--- src/rtl/fifo_port_pkg.sv ---
package fifo_port_pkg;
   typedef logic [7:0] byte_t;

   typedef struct packed {
      byte_t first;
      byte_t second;
   } byte_pair_t;

   localparam int WORD_W = 16;
endpackage

--- src/rtl/byte_ring.sv ---
module byte_ring
   import fifo_port_pkg::*;
#(
   parameter int DEPTH = 8
) (
   input  logic                         clk,
   input  logic                         rst_n,
   input  logic                         clr,
   input  logic [1:0]                   push_n,
   input  byte_pair_t                   push_pair,
   input  logic [1:0]                   pop_n,
   output byte_pair_t                   head_pair,
   output logic [$clog2(DEPTH+1)-1:0]   count
);
   localparam int PW = $clog2(DEPTH);
   localparam int CW = $clog2(DEPTH+1);

   if (DEPTH < 2 || (DEPTH & (DEPTH - 1)) != 0) begin : g_bad_depth
      $error("byte_ring: DEPTH must be a power of two of at least 2");
   end

   byte_t         mem [DEPTH];
   logic [PW-1:0] wptr, rptr;
   logic [PW-1:0] wptr_1, rptr_1;

   assign wptr_1 = wptr + PW'(1);
   assign rptr_1 = rptr + PW'(1);

   for (genvar i = 0; i < DEPTH; i++) begin : g_slot
      logic we_a, we_b;
      assign we_a = (push_n != 2'd0) && (wptr == PW'(i));
      assign we_b = (push_n == 2'd2) && (wptr_1 == PW'(i));
      always_ff @(posedge clk or negedge rst_n) begin
         if (!rst_n)      mem[i] <= '0;
         else if (clr)    mem[i] <= '0;
         else if (we_a)   mem[i] <= push_pair.first;
         else if (we_b)   mem[i] <= push_pair.second;
      end
   end

   always_ff @(posedge clk or negedge rst_n) begin
      if (!rst_n) begin
         wptr  <= '0;
         rptr  <= '0;
         count <= '0;
      end else if (clr) begin
         wptr  <= '0;
         rptr  <= '0;
         count <= '0;
      end else begin
         wptr  <= wptr + PW'(push_n);
         rptr  <= rptr + PW'(pop_n);
         count <= count + CW'(push_n) - CW'(pop_n);
      end
   end

   assign head_pair.first  = mem[rptr];
   assign head_pair.second = mem[rptr_1];

   AST_NO_OVERFLOW: assert property (@(posedge clk) disable iff (!rst_n)
      !clr |-> (32'(count) + 32'(push_n) <= 32'(DEPTH) + 32'(pop_n)));
   AST_NO_UNDERFLOW: assert property (@(posedge clk) disable iff (!rst_n)
      !clr |-> (32'(pop_n) <= 32'(count)));
endmodule

--- src/rtl/lane_splitter.sv ---
module lane_splitter
   import fifo_port_pkg::*;
#(
   parameter bit LE_SUPPORT = 1'b1
) (
   input  logic [WORD_W-1:0] word,
   input  logic              le_mode,
   input  logic              single,
   output byte_pair_t        pair,
   output logic [1:0]        n
);
   logic le_eff;

   if (LE_SUPPORT) begin : g_both_orders
      assign le_eff = le_mode;
   end else begin : g_big_only
      logic unused_le;
      assign unused_le = le_mode;
      assign le_eff    = 1'b0;
   end

   always_comb begin
      if (le_eff) begin
         pair.first  = word[7:0];
         pair.second = word[15:8];
      end else begin
         pair.first  = word[15:8];
         pair.second = word[7:0];
      end
      n = single ? 2'd1 : 2'd2;
   end
endmodule

--- src/rtl/word_packer.sv ---
module word_packer
   import fifo_port_pkg::*;
#(
   parameter bit LE_SUPPORT = 1'b1
) (
   input  byte_pair_t        pair,
   input  logic              le_mode,
   input  logic              single,
   output logic [WORD_W-1:0] word
);
   logic  le_eff;
   byte_t lo_second;

   if (LE_SUPPORT) begin : g_both_orders
      assign le_eff = le_mode;
   end else begin : g_big_only
      logic unused_le;
      assign unused_le = le_mode;
      assign le_eff    = 1'b0;
   end

   assign lo_second = single ? 8'h00 : pair.second;

   always_comb begin
      if (le_eff) word = {lo_second, pair.first};
      else        word = {pair.first, lo_second};
   end
endmodule

--- src/rtl/byte_fifo_port.sv ---
module byte_fifo_port
   import fifo_port_pkg::*;
#(
   parameter int DEPTH      = 8,
   parameter bit LE_SUPPORT = 1'b1
) (
   input  logic        clk,
   input  logic        rst_n,
   input  logic        soft_clr,
   input  logic        le_mode,
   input  logic        host_wr,
   input  logic        host_rd,
   input  logic        host_byte,
   input  logic [15:0] host_wdata,
   output logic [15:0] host_rdata,
   input  logic        tx_pop,
   output logic [7:0]  tx_byte,
   input  logic        rx_push,
   input  logic [7:0]  rx_byte,
   output logic        tx_empty,
   output logic        tx_full,
   output logic        rx_empty,
   output logic        rx_full,
   output logic        err
);
   localparam int CW = $clog2(DEPTH+1);

   byte_pair_t    wr_pair, tx_head, rx_head, rx_in;
   logic [1:0]    wr_n, need_n;
   logic [1:0]    tx_push_n, tx_pop_n, rx_push_n, rx_pop_n;
   logic [CW-1:0] tx_cnt, rx_cnt, tx_room;
   logic          wr_ok, rd_ok, pop_ok, push_ok, err_set;
   logic [15:0]   rd_word;

   lane_splitter #(.LE_SUPPORT(LE_SUPPORT)) u_split (
      .word(host_wdata), .le_mode(le_mode), .single(host_byte),
      .pair(wr_pair), .n(wr_n)
   );

   assign need_n  = wr_n;
   assign tx_room = CW'(DEPTH) - tx_cnt;
   assign wr_ok   = host_wr && !soft_clr && (tx_room >= CW'(need_n));
   assign pop_ok  = tx_pop  && !soft_clr && (tx_cnt != '0);
   assign push_ok = rx_push && !soft_clr && (rx_cnt != CW'(DEPTH));
   assign rd_ok   = host_rd && !soft_clr && (rx_cnt >= CW'(need_n));

   assign tx_push_n = wr_ok   ? wr_n   : 2'd0;
   assign tx_pop_n  = pop_ok  ? 2'd1   : 2'd0;
   assign rx_push_n = push_ok ? 2'd1   : 2'd0;
   assign rx_pop_n  = rd_ok   ? need_n : 2'd0;

   assign rx_in.first  = rx_byte;
   assign rx_in.second = 8'h00;

   byte_ring #(.DEPTH(DEPTH)) u_tx_ring (
      .clk(clk), .rst_n(rst_n), .clr(soft_clr),
      .push_n(tx_push_n), .push_pair(wr_pair), .pop_n(tx_pop_n),
      .head_pair(tx_head), .count(tx_cnt)
   );

   byte_ring #(.DEPTH(DEPTH)) u_rx_ring (
      .clk(clk), .rst_n(rst_n), .clr(soft_clr),
      .push_n(rx_push_n), .push_pair(rx_in), .pop_n(rx_pop_n),
      .head_pair(rx_head), .count(rx_cnt)
   );

   word_packer #(.LE_SUPPORT(LE_SUPPORT)) u_pack (
      .pair(rx_head), .le_mode(le_mode), .single(host_byte), .word(rd_word)
   );

   assign err_set = !soft_clr &&
                    ((host_wr && !wr_ok) || (host_rd && !rd_ok) ||
                     (tx_pop && !pop_ok) || (rx_push && !push_ok));

   always_ff @(posedge clk or negedge rst_n) begin
      if (!rst_n) begin
         host_rdata <= '0;
         err        <= 1'b0;
      end else if (soft_clr) begin
         host_rdata <= '0;
         err        <= 1'b0;
      end else begin
         if (rd_ok)   host_rdata <= rd_word;
         if (err_set) err        <= 1'b1;
      end
   end

   assign tx_byte  = tx_head.first;
   assign tx_empty = (tx_cnt == '0);
   assign tx_full  = (tx_cnt == CW'(DEPTH));
   assign rx_empty = (rx_cnt == '0);
   assign rx_full  = (rx_cnt == CW'(DEPTH));

   AST_CLEAR_EMPTIES: assert property (@(posedge clk) disable iff (!rst_n)
      soft_clr |=> (tx_empty && rx_empty && !err && host_rdata == 16'h0));
   AST_ERR_STICKY: assert property (@(posedge clk) disable iff (!rst_n)
      (err && !soft_clr) |=> err);
   AST_REFUSED_WRITE_HOLDS: assert property (@(posedge clk) disable iff (!rst_n)
      (host_wr && !soft_clr && tx_full && !tx_pop) |=> (tx_full && err));
   AST_RDATA_HOLDS: assert property (@(posedge clk) disable iff (!rst_n)
      (!host_rd && !soft_clr) |=> $stable(host_rdata));
   AST_EMPTY_READ_REFUSED: assert property (@(posedge clk) disable iff (!rst_n)
      (host_rd && !soft_clr && rx_empty && !rx_push) |=> (rx_empty && err && $stable(host_rdata)));
endmodule

--- config.mk ---
export PLATFORM = sky130hd
export DESIGN_NAME = byte_fifo_port
export DESIGN_NICKNAME = d
export VERILOG_FILES = /design/src/rtl/fifo_port_pkg.sv /design/src/rtl/byte_ring.sv /design/src/rtl/lane_splitter.sv /design/src/rtl/word_packer.sv /design/src/rtl/byte_fifo_port.sv
export SDC_FILE = /design/constraint.sdc
export NUM_CORES = 1
export LEC_CHECK = 0
export ABC_CLOCK_PERIOD_IN_PS = 8500
export CAP_MARGIN = 0
export CORE_MARGIN = 3
export CORE_UTILIZATION = 50
export CTS_CLUSTER_DIAMETER = 100
export DETAILED_ROUTE_END_ITERATION = 16
export PLACE_DENSITY = 0.71
export RECOVER_POWER = 25
export REMOVE_ABC_BUFFERS = 1
export SLEW_MARGIN = 20
export SYNTH_ARGS = -nofsm -noshare
export SYNTH_HDL_FRONTEND = slang
export SYNTH_SLANG_ARGS = --single-unit
--- constraint.sdc ---
create_clock -name clk -period 8.5 [get_ports clk]
set_clock_uncertainty 0.1 [all_clocks]
set_input_delay 2.125 -clock clk [delete_from_list [all_inputs] [get_ports clk]]
set_output_delay 2.125 -clock clk [all_outputs]
set_load 0.02 [all_outputs]
# --- Word level (Yosys, flattened, before mapping) ---
# Index checks and enable logic that the tools add are counted.
classes:
  n_addsub: 12
  n_lt_le_gt_ge: 5
  n_eq_ne: 33
  muxes: 75
  n_bitwise: 3
  n_reduce_logical: 80
ops:
  columns: ["operator", "count"]
  rows:
  - ["$mux W8", 55]
  - ["$bmux W8 S3", 3]
  - ["$mux W16", 4]
  - ["$eq A3 B3 Y1 const B", 16]
  - ["$reduce_bool A3 Y1", 16]
  - ["$logic_and A1 B1 Y1", 45]
  - ["$eq A3 B2 Y1 const B", 8]
  - ["$eq A3 B1 Y1 const B", 4]
  - ["$ge A4 B4 Y1 const B", 3]
  - ["$logic_not A3 Y1", 4]
  - ["$mux W3", 4]
  - ["$not A3 Y4", 3]
  - ["$add A3 B1 Y3 const B", 3]
  - ["$eq A4 B4 Y1 const B", 2]
  - ["$ge A4 B2 Y1", 2]
  - ["$logic_not A4 Y1", 2]
  - ["$mux W4", 2]
  - ["$reduce_bool A2 Y1", 4]
  - ["$add A3 B1 Y3", 2]
  - ["$add A3 B2 Y3", 2]
  - ["$mux W2", 3]
  - ["$logic_not A1 Y1", 5]
  - ["$add A4 B1 Y4", 1]
  - ["$add A4 B2 Y4", 1]
  - ["9 further kinds", 14]
totals:
  regBits: 165
  inputBits: 33
  out_inout_bits: 29
  wordCells: 232

# --- Longest topological paths before layout ---
# Gate-level depths: netlist of run 1.
depth:
  depth_word: 11
  ltp_mapped: 15

# --- Cells and area by module ---
# A second synthesis of run 1 with hierarchy kept.
hier_totals:
  cells_unflattened: 1168
  area_unflattened_um2: 11979.0
modules_own_cells:
  columns: ["module", "n_inst", "cells_per_inst", "area_each_um2", "seq_area_each_um2"]
  rows:
  - ["byte_ring (u_rx_ring)", 1, 512, 5230.0, 1851.8]
  - ["byte_ring (u_tx_ring)", 1, 505, 5180.0, 1851.8]
  - ["byte_fifo_port", 1, 88, 1048.5, 425.4]
  - ["lane_splitter", 1, 20, 260.2, 0.0]
  - ["word_packer", 1, 43, 260.2, 0.0]

# --- Worst setup path before layout of run 1 ---
# No wires, ideal clock.
synth_path:
  path_kind: "in2reg"
  start: "input port host_byte"
  end: "register u_rx_ring.count[2]"
  arrival_time_ns: 4.751
  required_time_ns: 8.268
  setup_slack_ns: 3.517
  cell_stages: 13
  cell_sequence: "ha_1 -> nand2b_1 -> a21oi_1 -> o21a_1 -> nor3b_1 -> clkbuf_1 -> and2_1 -> ha_1 -> inv_1 -> ha_1 -> fa_1 -> xnor2_1 -> nor2_1"
synth_between:
  elab_chain_cells: 6
synth_lines:
  columns: ["element", "line_no", "rtl"]
  rows:
  - ["from (decl)", "byte_fifo_port.sv:13", "input logic host_byte,"]
  - ["$mux W2 *", "lane_splitter.sv:30", "n = single ? 2'd1 : 2'd2;"]
  - ["$ge A4 B2 Y1", "byte_fifo_port.sv:45", "assign rd_ok = host_rd && !soft_clr && (rx_cnt >= CW'(need_n));"]
  - ["$logic_and A1 B1 Y1", "byte_fifo_port.sv:45", null]
  - ["$mux W2 *", "byte_fifo_port.sv:50", "assign rx_pop_n = rd_ok ? need_n : 2'd0;"]
  - ["$sub A4 B2 Y4 *", "byte_ring.sv:53", "count <= count + CW'(push_n) - CW'(pop_n);"]
  - ["$mux W4 *", "byte_ring.sv:46", "end else if (clr) begin"]
  - ["to (signal assigned)", "byte_ring.sv:53", null]
  - ["to (decl)", "byte_ring.sv:13", "output logic [$clog2(DEPTH+1)-1:0] count"]
# Mark *: on every way between the ends. The rest lies on a longest branch, timed or not.
# A chain may end at the register's enable or synchronous reset.

# --- Worst setup path after layout of run 1 ---
layout_path:
  start: "input port host_byte"
  end: "register u_rx_ring.count[3]"
# The elaborated chain is that of the path after synthesis.

==> results of run 1 <==
[cells in the final DEF, fill, tap and decap left out, drive strengths merged, types with 2 or more instances in the layout]
cell type	count
a2111oi	6
a211oi	2
a21o	2
a21oi	7
a22o	24
a31oi	8
a32o	8
and2	4
buf	19
bufinv	4
clkbuf	22
clkdlybuf4s50	58
clkinv	4
dfrtp	165
fa	4
ha	29
inv	24
mux2	16
mux2i	160
mux4	40
nand2	21
nand2b	12
nand3	9
nand3b	2
nor2	82
nor2b	11
nor3	5
nor3b	6
o211ai	14
o21ai	9
o22ai	48
or2	18
or3b	2
xnor2	10
xor2	3
[layer usage]
layer,vias to the layer above,GRT usage (%),part of all wire (%)
met5,-,0,0
li1,3100,-,-
met1,3566,30.4,40
met2,258,42.5,51
met4,0,8.93,3.2
met3,64,5.00,5.3
[cell type report]
| cell class | instances | area [sq um] | area share (%) |
|---|---|---|---|
| clock inverter | 9 | 149 | 1.34 |
| timing repair buffer | 77 | 732 | 6.58 |
| clock buffer | 22 | 474 | 4.26 |
| sequential | 165 | 4130 | 37.1 |
| multi-input combinational | 569 | 5230 | 47.0 |
| inverter | 23 | 86.3 | 0.776 |
| tap | 260 | 325 | 2.92 |
[sequential cells by signal, indices dropped and copies added, names as in the netlist]
name,cells
u_tx_ring.rptr,3
host_rdata,16
u_rx_ring.wptr,3
u_tx_ring.wptr,3
u_rx_ring.rptr,3
err,1
u_rx_ring.mem,64
u_rx_ring.count,4
u_tx_ring.mem,64
u_tx_ring.count,4
[through the flow]
stage	util, %	power [uW]	std cells
after floorplan	-	1420	757
after global placement	55.5	1620	1093
after CTS	58.8	2490	1125
after detailed placement	55.5	1660	1094
after global routing	58.9	2600	1125
final	58.9	2480	1125
[power by group through the flow]
stage	sequential [uW]	clock [uW]	combinational (uW)
2_1_floorplan	903	0	514
3_3_place_gp	902	0	720
3_5_place_dp	901	0	762
4_1_cts	888	836	766
5_1_grt	893	871	834
6_report	888	826	764
[final timing paths]
check                              startpoint  slack (ns)                 end  depth (start not counted)
max in group asynchronous               rst_n        5.26      host_rdata[11]                          2
min                         u_tx_ring.mem[33]        0.39   u_tx_ring.mem[33]                          1
max                                 host_byte        3.20  u_rx_ring.count[3]                         14
min in group asynchronous               rst_n        1.62   u_tx_ring.rptr[2]                          1
min reg2reg                 u_tx_ring.mem[33]        0.39   u_tx_ring.mem[33]                          1
max reg2reg                u_tx_ring.count[0]        5.02  u_tx_ring.count[3]                         13
[cells by family after synthesis]
| kind of cell | Yosys count | synth area share [%] |
|---|---|---|
| DFF | 165 | 42.6 |
| and+or+nand+nor | 173 | 8.68 |
| AOI/OAI and AO/OA | 134 | 11.4 |
| muxes | 216 | 27.7 |
| xor gates and xnor gates | 13 | 1.37 |
| adders and majority gates | 33 | 4.57 |
| buffers and inverters | 91 | 3.63 |
[worst reg2reg max path: stages, from the launching register on]
cell     delay, ns
dfrtp_1       0.39
inv_1         0.11
ha_1          0.31
ha_1          0.32
a211o_1       0.37
nor2_1        0.40
or2_2         0.22
ha_1          0.23
inv_1         0.12
ha_1          0.25
a21o_1        0.17
a21oi_1       0.17
xnor2_1       0.13
nor2_1        0.05
==> key figures, run 1 <==
Run status
  – Status: completed

Floorplanning
  – Total I/O pin count: 62
  – Placement Rows: 50
  – Die area: 21100 sq um
  – Die height: 145 um
  – Core footprint: around 19000 sq um
  – Die width: 145 um
  – Initial core utilization: between 50% and 60%

STA
  – Endpoints failing setup: 0
  – Final setup margin: 3.20 ns
  – Worst-margin pin slew: about 1.1 ns
  – Min cycle time layout: 5.30 ns
  – Fin. Hold Viols: 0
  – F_max: 0.189 GHz
  – Max-slew headroom: 24.3%
  – Setup TNS: 0 ns
  – Final slew viol count: 0
  – Setup repair after global routing missed its margin: false
  – Hold_ws: between 0.3 and 0.4 ns
  – Crit share post-route: approximately 62%

Routing
  – DRT Wirelength: 25.2 mm
  – Mean routed wirelength per cell: 22.4 um
  – Via Count: 6988
  – Drt first pass iters: 7
  – 1st-iter DRT viols: 561
  – Number of remaining DRC errors: 0
  – Vias per cell: 6.21
  – Antenna viol nets, final: 0

Global routing
  – GRT Util Overall: 24.5%
  – GRT overflow: 0
  – Initial antenna violation count: 0
  – Vias in the first global route: ~7400
  – Global-route wire length before repair: 41.0 mm
  – Maximum number of pins on one net before global-route repair: 95

Setup path
  – Slowest stage cell, crit path: nor3b_4
  – Top delay family on crit path: simple AND/OR/NAND/NOR gates
  – Critical-path maximum fanout: 18
  – WP buf/inv: 2
  – Startpoint types: input port
  – Most used cell, CP: ha_1
  – Critical path, cell by cell: clkdlybuf4s50_1, buf_4, ha_1, nand2b_1, a21oi_1, o21a_1, nor3b_4, nand2b_1, ha_1, ha_1, a21o_1, a21oi_1, xnor2_1, nor2_1
  – WS Path Type: input port to flip-flop
  – Arrival @ worst endpoint: 5.49 ns
  – Data required time at the worst endpoint: 8.69 ns
  – Critical Path Max Stage Delay: 0.66 ns
  – Critical Path End Type: flip-flop

Clock network
  – CTS H-Tree Depth: 4
  – Clk slew on worst S/H paths: 0.06 ns
  – Post-CTS Setup Inserts: 0
  – CTS tree: built
  – CTS sink count: between 150 and 200
  – CTS root buf: clkbuf_16
  – CTS resizes: 0
  – TritonCTS Buffers: 17
  – Max Buffers Root-to-Sink: 2
  – Hold-fix buffers, CTS: 0
  – Clock Latency Late Sink: 0.42 ns

Job
  – Max Cap Violations: 0

Power and ir drop
  – Cell-internal power: 1670 uW
  – Comb pwr share: between 30 and 40%
  – Reg power frac: 35.8%
  – Sw power: 812 uW
  – Clock power share: 33.3%
  – Max IR drop VDD: 0.155 mV
  – Pwr dens: between 200 and 250 nW/um^2
  – Sw frac: 32.8%
  – Leakage power total: 0.00485 uW

Synthesis
  – Most frequent cells after synthesis: dfrtp_1, mux2i_1, nor2_1, o22ai_1, mux4_2
  – Most numerous cell in the Yosys netlist: dfrtp_1
  – Mapped Area: 9680 sq um
  – Mapped Avg Cell Area: roughly 12 sq um
  – Synth area leaders: dfrtp_1, mux2i_1, mux4_2, ha_1, nor2_1
  – Warnings from Yosys: 0
  – Ys async rst share: 100%
  – Top cell type's share of synthesized area: 42.6%
  – Main synth FF type: dfrtp_1
  – #FFs+latches synth: ~170
  – Leading area contributor after synthesis: dfrtp_1
  – Yosys cell types: between 40 and 50
  – Synth Instances: slightly above 800
  – EDFF count, synth: 0
  – Register area share after synthesis: 42.6%

Place
  – Port Buffers: around 60
  – Placed Area: 10500 sq um
  – Dpl ws: 2.48 ns
  – Dpl hpwl: roughly 16 mm
  – Placer congestion estimate: 0.819

Final layout
  – Fin area: roughly 11000 sq um
  – Nets@finish: 919
  – Antenna cells: 0
  – Fill cells: about 1600
  – Area delta synth->final: 14.9%
  – Share of layout cells above drive strength 1: 16.1%

Min path
  – Hold WC Path Type: flip-flop to flip-flop
No activity file was read; power rests on OpenSTA's default activity.
==> inputs of run 2 (changes only) <==
--- a/config.mk
+++ b/config.mk
@@ -5,7 +5,7 @@
 export SDC_FILE = /design/constraint.sdc
 export NUM_CORES = 1
 export LEC_CHECK = 0
-export ABC_CLOCK_PERIOD_IN_PS = 8500
+export ABC_CLOCK_PERIOD_IN_PS = 4900
 export CAP_MARGIN = 0
 export CORE_MARGIN = 3
 export CORE_UTILIZATION = 50
==> constraint.sdc (replaced) <==
create_clock -name clk -period 4.9 [get_ports clk]
set_clock_uncertainty 0.1 [all_clocks]
set_input_delay 1.225 -clock clk [delete_from_list [all_inputs] [get_ports clk]]
set_output_delay 1.225 -clock clk [all_outputs]
set_load 0.02 [all_outputs]
==> key figures, run 2 (synthesis results as in run 1) <==
STA
  – Setup TNS: 0 ns
  – Fin. Hold Viols: 0
  – Crit share post-route: 82.1%
  – Min cycle time layout: 4.02 ns
  – Final slew viol count: 115
  – Max-slew headroom: -90.4%
  – Endpoints failing setup: 0
  – Setup repair after global routing missed its margin: false
  – Worst-margin pin slew: 2.86 ns
  – F_max: 0.249 GHz

Final layout
  – Nets@finish: 936
  – Final Instance Count excl. Fillers: 1143
  – Most frequent cells in the layout: dfrtp_1, mux2i_1, nor2_1
  – Antenna cells: 0
  – Top flop regs: u_rx_ring.mem (64), u_tx_ring.mem (64), host_rdata (16)
  – Area delta synth->final: 15.7%
  – Commonest non-fill, non-tap cell in the layout: dfrtp_1
  – Share of layout cells above drive strength 1: 17.8%

Clock network
  – CTS root buf: clkbuf_16
  – CTS H-Tree Depth: 4
  – TritonCTS Buffers: 17
  – CTS resizes: 0
  – CTS sink count: 165
  – Post-CTS Setup Inserts: 0
  – Clock Latency Late Sink: around 0.44 ns
  – Hold-fix buffers, CTS: 0
  – Clk slew on worst S/H paths: roughly 0.07 ns
  – CTS tree: built
  – Max Buffers Root-to-Sink: 2

Routing
  – Drt first pass iters: 5
  – WL met2: ~14 mm
  – Via Count: 7087
  – 1st-iter DRT viols: between 500 and 600
  – Number of remaining DRC errors: 0
  – DRT Wirelength: between 20 and 30 mm
  – WL met3: around 1.0 mm
  – Mean routed wirelength per cell: 22.5 um
  – Metal-1 WL: 10.1 mm
  – Antenna viol nets, final: 0
  – Vias per cell: 6.20
  – Top sig layer: met4

Setup path
  – Critical Path End Type: output pin
  – Slack of the worst reg-to-reg path: 1.58 ns
  – FF-to-FF path depth: 13
  – Startpoint types: flip-flop
  – Arrival @ worst endpoint: between 2 and 3 ns
  – Data required time at the worst endpoint: 3.58 ns
  – Worst R2R End: u_tx_ring.count[3]
  – Critical-path maximum fanout: 17
  – Start of the worst register-to-register path: u_tx_ring.count[0]
  – WS Path Type: flip-flop to output pin

Power and ir drop
  – Cell-internal power: approximately 2800 uW
  – Sw frac: 33.9%
  – Pwr dens: 381 nW/um^2
  – Reg power frac: 35.8%
  – Max IR drop VDD: around 0.25 mV
  – Sw power: 1450 uW
  – Leakage power total: 0.00491 uW
  – Comb pwr share: between 30% and 40%
  – Clock power share: 32.1%

Floorplanning
  – Die area: 21100 sq um
  – Total I/O pin count: 62
  – Die width: around 150 um
  – Initial core utilization: 51.3%
  – Core footprint: roughly 19000 sq um
  – Placement Rows: 50
  – Die height: 145 um

Global routing
  – Initial antenna violation count: 0
  – Vias in the first global route: 7717
  – GRT Util Overall: 25.0%
  – Maximum number of pins on one net before global-route repair: roughly 120
  – GRT overflow: 0
  – Global-route wire length before repair: around 42 mm

Job
  – Max Cap Violations: 1

Place
  – Dpl hpwl: 17.3 mm
  – Placer congestion estimate: 0.840
  – Dpl cells: ~1100
  – Port Buffers: 61

Run status
  – Status: complete, but fails checks
  – Failing checks: max-capacitance violations, max-slew violations

Min path
  – Hold wc startpoint: u_tx_ring.mem[38]
  – WHS Endpoint: u_tx_ring.mem[38]
  – Worst hold path stage count: 1
  – Hold WC Path Type: flip-flop to flip-flop
## run 2: cell count changes in the layout (fill, tap and decap cells not counted), moves of 2 or more
cell        previous run  this run
clkinv_2               4         0
clkinv_4               0         5
bufinv_16              4         2
clkbuf_1               2         0
clkinvlp_4             0         3
buf_4                 16        34
## run 2: cell type report
class | instances | area (sq um)
clock buffers | 20 | 467
clock inverters | 12 | 146
fillers | 1549 | 7690
inverters | 23 | 86.3
multi-input cells | 569 | 5210
flip-flops and latches | 165 | 4130
well taps | 260 | 325
repair buffers | 94 | 846
## run 2: per-layer routing
metal	vias up	GRT usage [%]
met2	246	45.4
li1	3137	-
met1	3639	29.6
met3	65	4.31
met5	-	0
met4	0	9.54
## run 2: how the worst max path moves through the flow
stage | from | end | depth (start not counted)
2_1_floorplan | host_byte | u_rx_ring.count[3] | 12
3_3_place_gp | host_byte | u_tx_ring.count[3] | 13
3_5_place_dp | host_byte | u_tx_ring.count[3] | 13
4_1_cts | host_byte | u_tx_ring.count[3] | 13
5_1_grt | host_byte | u_tx_ring.count[3] | 13
6_report | u_tx_ring.rptr[1] | tx_byte[2] | 3
## run 2: power by group through the flow
stage	combinational, uW	sequential (uW)	clock, uW
after detailed placement	1380	1550	0
after floorplan	891	1570	0
after CTS	1390	1530	1390
final	1370	1530	1370
after global placement	1320	1540	0
after global routing	1500	1540	1460
## run 2: worst max-delay path, stage by stage (launching register included)
cell and delay (ns):
dfrtp_1 0.98, mux4_2 0.42, mux2_2 0.30, clkdlybuf4s50_1 0.55
## run 2: stage by stage
step	setup slack [ns]	hold slack, ns	area (sq um)	utilization, %	total power, uW
2_1_floorplan	0.543	0.361	9420	-	2460
3_3_place_gp	0.583	0.372	10600	56.1	2860
3_5_place_dp	0.462	0.385	10600	56.1	2930
4_1_cts	0.884	0.400	11200	59.4	4300
5_1_grt	0.727	0.415	11200	59.3	4490
6_report	0.879	0.397	11200	59.3	4270
==> inputs of run 3 (changes only) <==
--- a/config.mk
+++ b/config.mk
@@ -5,13 +5,13 @@
 export SDC_FILE = /design/constraint.sdc
 export NUM_CORES = 1
 export LEC_CHECK = 0
-export ABC_CLOCK_PERIOD_IN_PS = 4900
+export ABC_CLOCK_PERIOD_IN_PS = 3600
 export CAP_MARGIN = 0
 export CORE_MARGIN = 3
 export CORE_UTILIZATION = 50
 export CTS_CLUSTER_DIAMETER = 100
 export DETAILED_ROUTE_END_ITERATION = 16
-export PLACE_DENSITY = 0.71
+export PLACE_DENSITY = 0.74
 export RECOVER_POWER = 25
 export REMOVE_ABC_BUFFERS = 1
 export SLEW_MARGIN = 20
==> constraint.sdc (replaced) <==
create_clock -name clk -period 3.6 [get_ports clk]
set_clock_uncertainty 0.1 [all_clocks]
set_input_delay 0.9 -clock clk [delete_from_list [all_inputs] [get_ports clk]]
set_output_delay 0.9 -clock clk [all_outputs]
set_load 0.02 [all_outputs]
==> key figures, run 3 (synthesis results as in run 1) <==
Run status
  – Status: complete, but fails checks
  – Failing checks: max-capacitance violations, max-slew violations

Setup path
  – WS Path Type: input port to flip-flop
  – Slowest stage cell, crit path: clkdlybuf4s50_1
  – Startpoint types: input port
  – Critical Path Max Stage Delay: 0.47 ns
  – Arrival @ worst endpoint: 3.69 ns
  – Most used cell, CP: ha_1
  – Data required time at the worst endpoint: 3.80 ns
  – WP buf/inv: 3
  – Critical-path maximum fanout: 7
  – Critical Path End Type: flip-flop
  – Critical path, cell by cell: clkdlybuf4s50_1, buf_4, ha_1, nand2b_1, a21oi_2, o21a_1, nor3b_2, and2_1, ha_1, inv_1, ha_1, fa_1, xnor2_1, nor2_1
  – Top delay family on crit path: adder cells
  – Slack of the worst reg-to-reg path: 0.64 ns

Clock network
  – CTS root buf: clkbuf_16
  – CTS tree: built
  – Max Buffers Root-to-Sink: 2
  – Clock Latency Late Sink: 0.43 ns
  – CTS sink count: between 150 and 200
  – CTS H-Tree Depth: 4
  – TritonCTS Buffers: 17
  – Hold-fix buffers, CTS: 0
  – Clk slew on worst S/H paths: ~0.06 ns

STA
  – Max-slew headroom: -64.0%
  – Fin. Hold Viols: 0
  – Endpoints failing setup: 0
  – F_max: 0.287 GHz
  – Crit share post-route: around 97%
  – Worst-margin pin slew: 2.46 ns
  – Min cycle time layout: 3.49 ns
  – Final slew viol count: between 50 and 60

Place
  – Dpl cells: 1140
  – Port Buffers: 61
  – Dpl hpwl: ~17 mm
  – Placer congestion estimate: 0.855

Global routing
  – Global-route wire length before repair: 40.4 mm
  – GRT Util Overall: 24.2%
  – Vias in the first global route: 7210
  – GRT overflow: 0
  – Maximum number of pins on one net before global-route repair: 88
  – Initial antenna violation count: 0

Floorplanning
  – Die width: roughly 150 um
  – Die height: 145 um
  – Total I/O pin count: 62
  – Core footprint: 18900 sq um
  – Die area: 21100 sq um
  – Placement Rows: 50
  – Initial core utilization: between 50% and 60%

Min path
  – Hold WC Path Type: flip-flop to flip-flop

Final layout
  – Commonest non-fill, non-tap cell in the layout: dfrtp_1
  – Top flop regs: u_rx_ring.mem (64), u_tx_ring.mem (64), host_rdata (16)
  – Antenna cells: 0
  – Share of layout cells above drive strength 1: 20.8%
  – Area delta synth->final: 19.2%
  – Nets@finish: 967
  – Final Instance Count excl. Fillers: 1173
  – Most frequent cells in the layout: dfrtp_1, mux2i_1, nor2_1
  – Post-layout util: 61.1%
  – Fill cells: roughly 1500

Power and ir drop
  – Max IR drop VDD: between 0.3 and 0.4 mV
  – Leakage power total: ~0.0051 uW
  – Pwr dens: 521 nW/um^2

Routing
  – 1st-iter DRT viols: 562
  – Antenna viol nets, final: 0
  – Via Count: 7071
  – DRT Wirelength: 25.1 mm
  – Drt first pass iters: 5
  – Mean routed wirelength per cell: roughly 21 um
  – Number of remaining DRC errors: 0
  – Vias per cell: 6.03

Job
  – Max Cap Violations: 1
-- run 3: metrics by stage --
| stage | instance area, sq um | worst slack [ns] | setup TNS [ns] | hold slack (ns) | power (uW) |
|---|---|---|---|---|---|
| floorplan | 9420 | -0.432 | -1.41 | 0.361 | 3350 |
| global placement | 10900 | -0.251 | -1.05 | 0.373 | 4100 |
| global route | 11500 | -0.0123 | -0.0123 | 0.410 | 6310 |
| finish | 11500 | 0.113 | 0 | 0.396 | 6010 |
| CTS | 11500 | 0.108 | 0 | 0.337 | 6010 |
| detailed placement | 10900 | -0.342 | -1.79 | 0.380 | 4150 |
-- run 3: layout make-up --
| cell class | instances | area [sq um] | share of cell area, % |
|---|---|---|---|
| multi-input cells | 569 | 5230 | 45.3 |
| flip-flops and latches | 165 | 4130 | 35.8 |
| repair buffers | 125 | 1180 | 10.2 |
| clock buffers | 20 | 457 | 3.96 |
| well taps | 260 | 325 | 2.82 |
| clock inverters | 11 | 133 | 1.15 |
| inverters | 23 | 86.3 | 0.748 |
-- run 3: power breakdown --
part / switching, uW / total (uW) / internal, uW
sequential: 98.1 / 2070 / 1970
clock: 759 / 1870 / 1120
combinational: 1120 / 2070 / 954
total: 1970 / 6010 / 4040
-- run 3: worst paths after layout --
path / cells past startpoint / to / from
setup / recovery: 14 / u_rx_ring.count[2] / host_byte
setup reg to reg: 13 / u_tx_ring.count[3] / u_tx_ring.count[0]
hold reg to reg: 1 / u_tx_ring.mem[33] / u_tx_ring.mem[33]
max in group asynchronous: 1 / u_rx_ring.rptr[0] / rst_n
min in group asynchronous: 1 / u_tx_ring.mem[0] / rst_n
hold / removal: 1 / u_tx_ring.mem[33] / u_tx_ring.mem[33]
-- run 3: what timing repair did --
item                                    CTS  global route
endpoints found under the setup margin    0             2
buffers inserted                          0             2
gates resized for setup                   0             2
-- run 3: routing by layer --
metal,track usage (%),share of wire (%)
met5,0,0
met2,40.4,50
met4,7.93,2.6
met3,4.34,4.3
met1,32.3,43
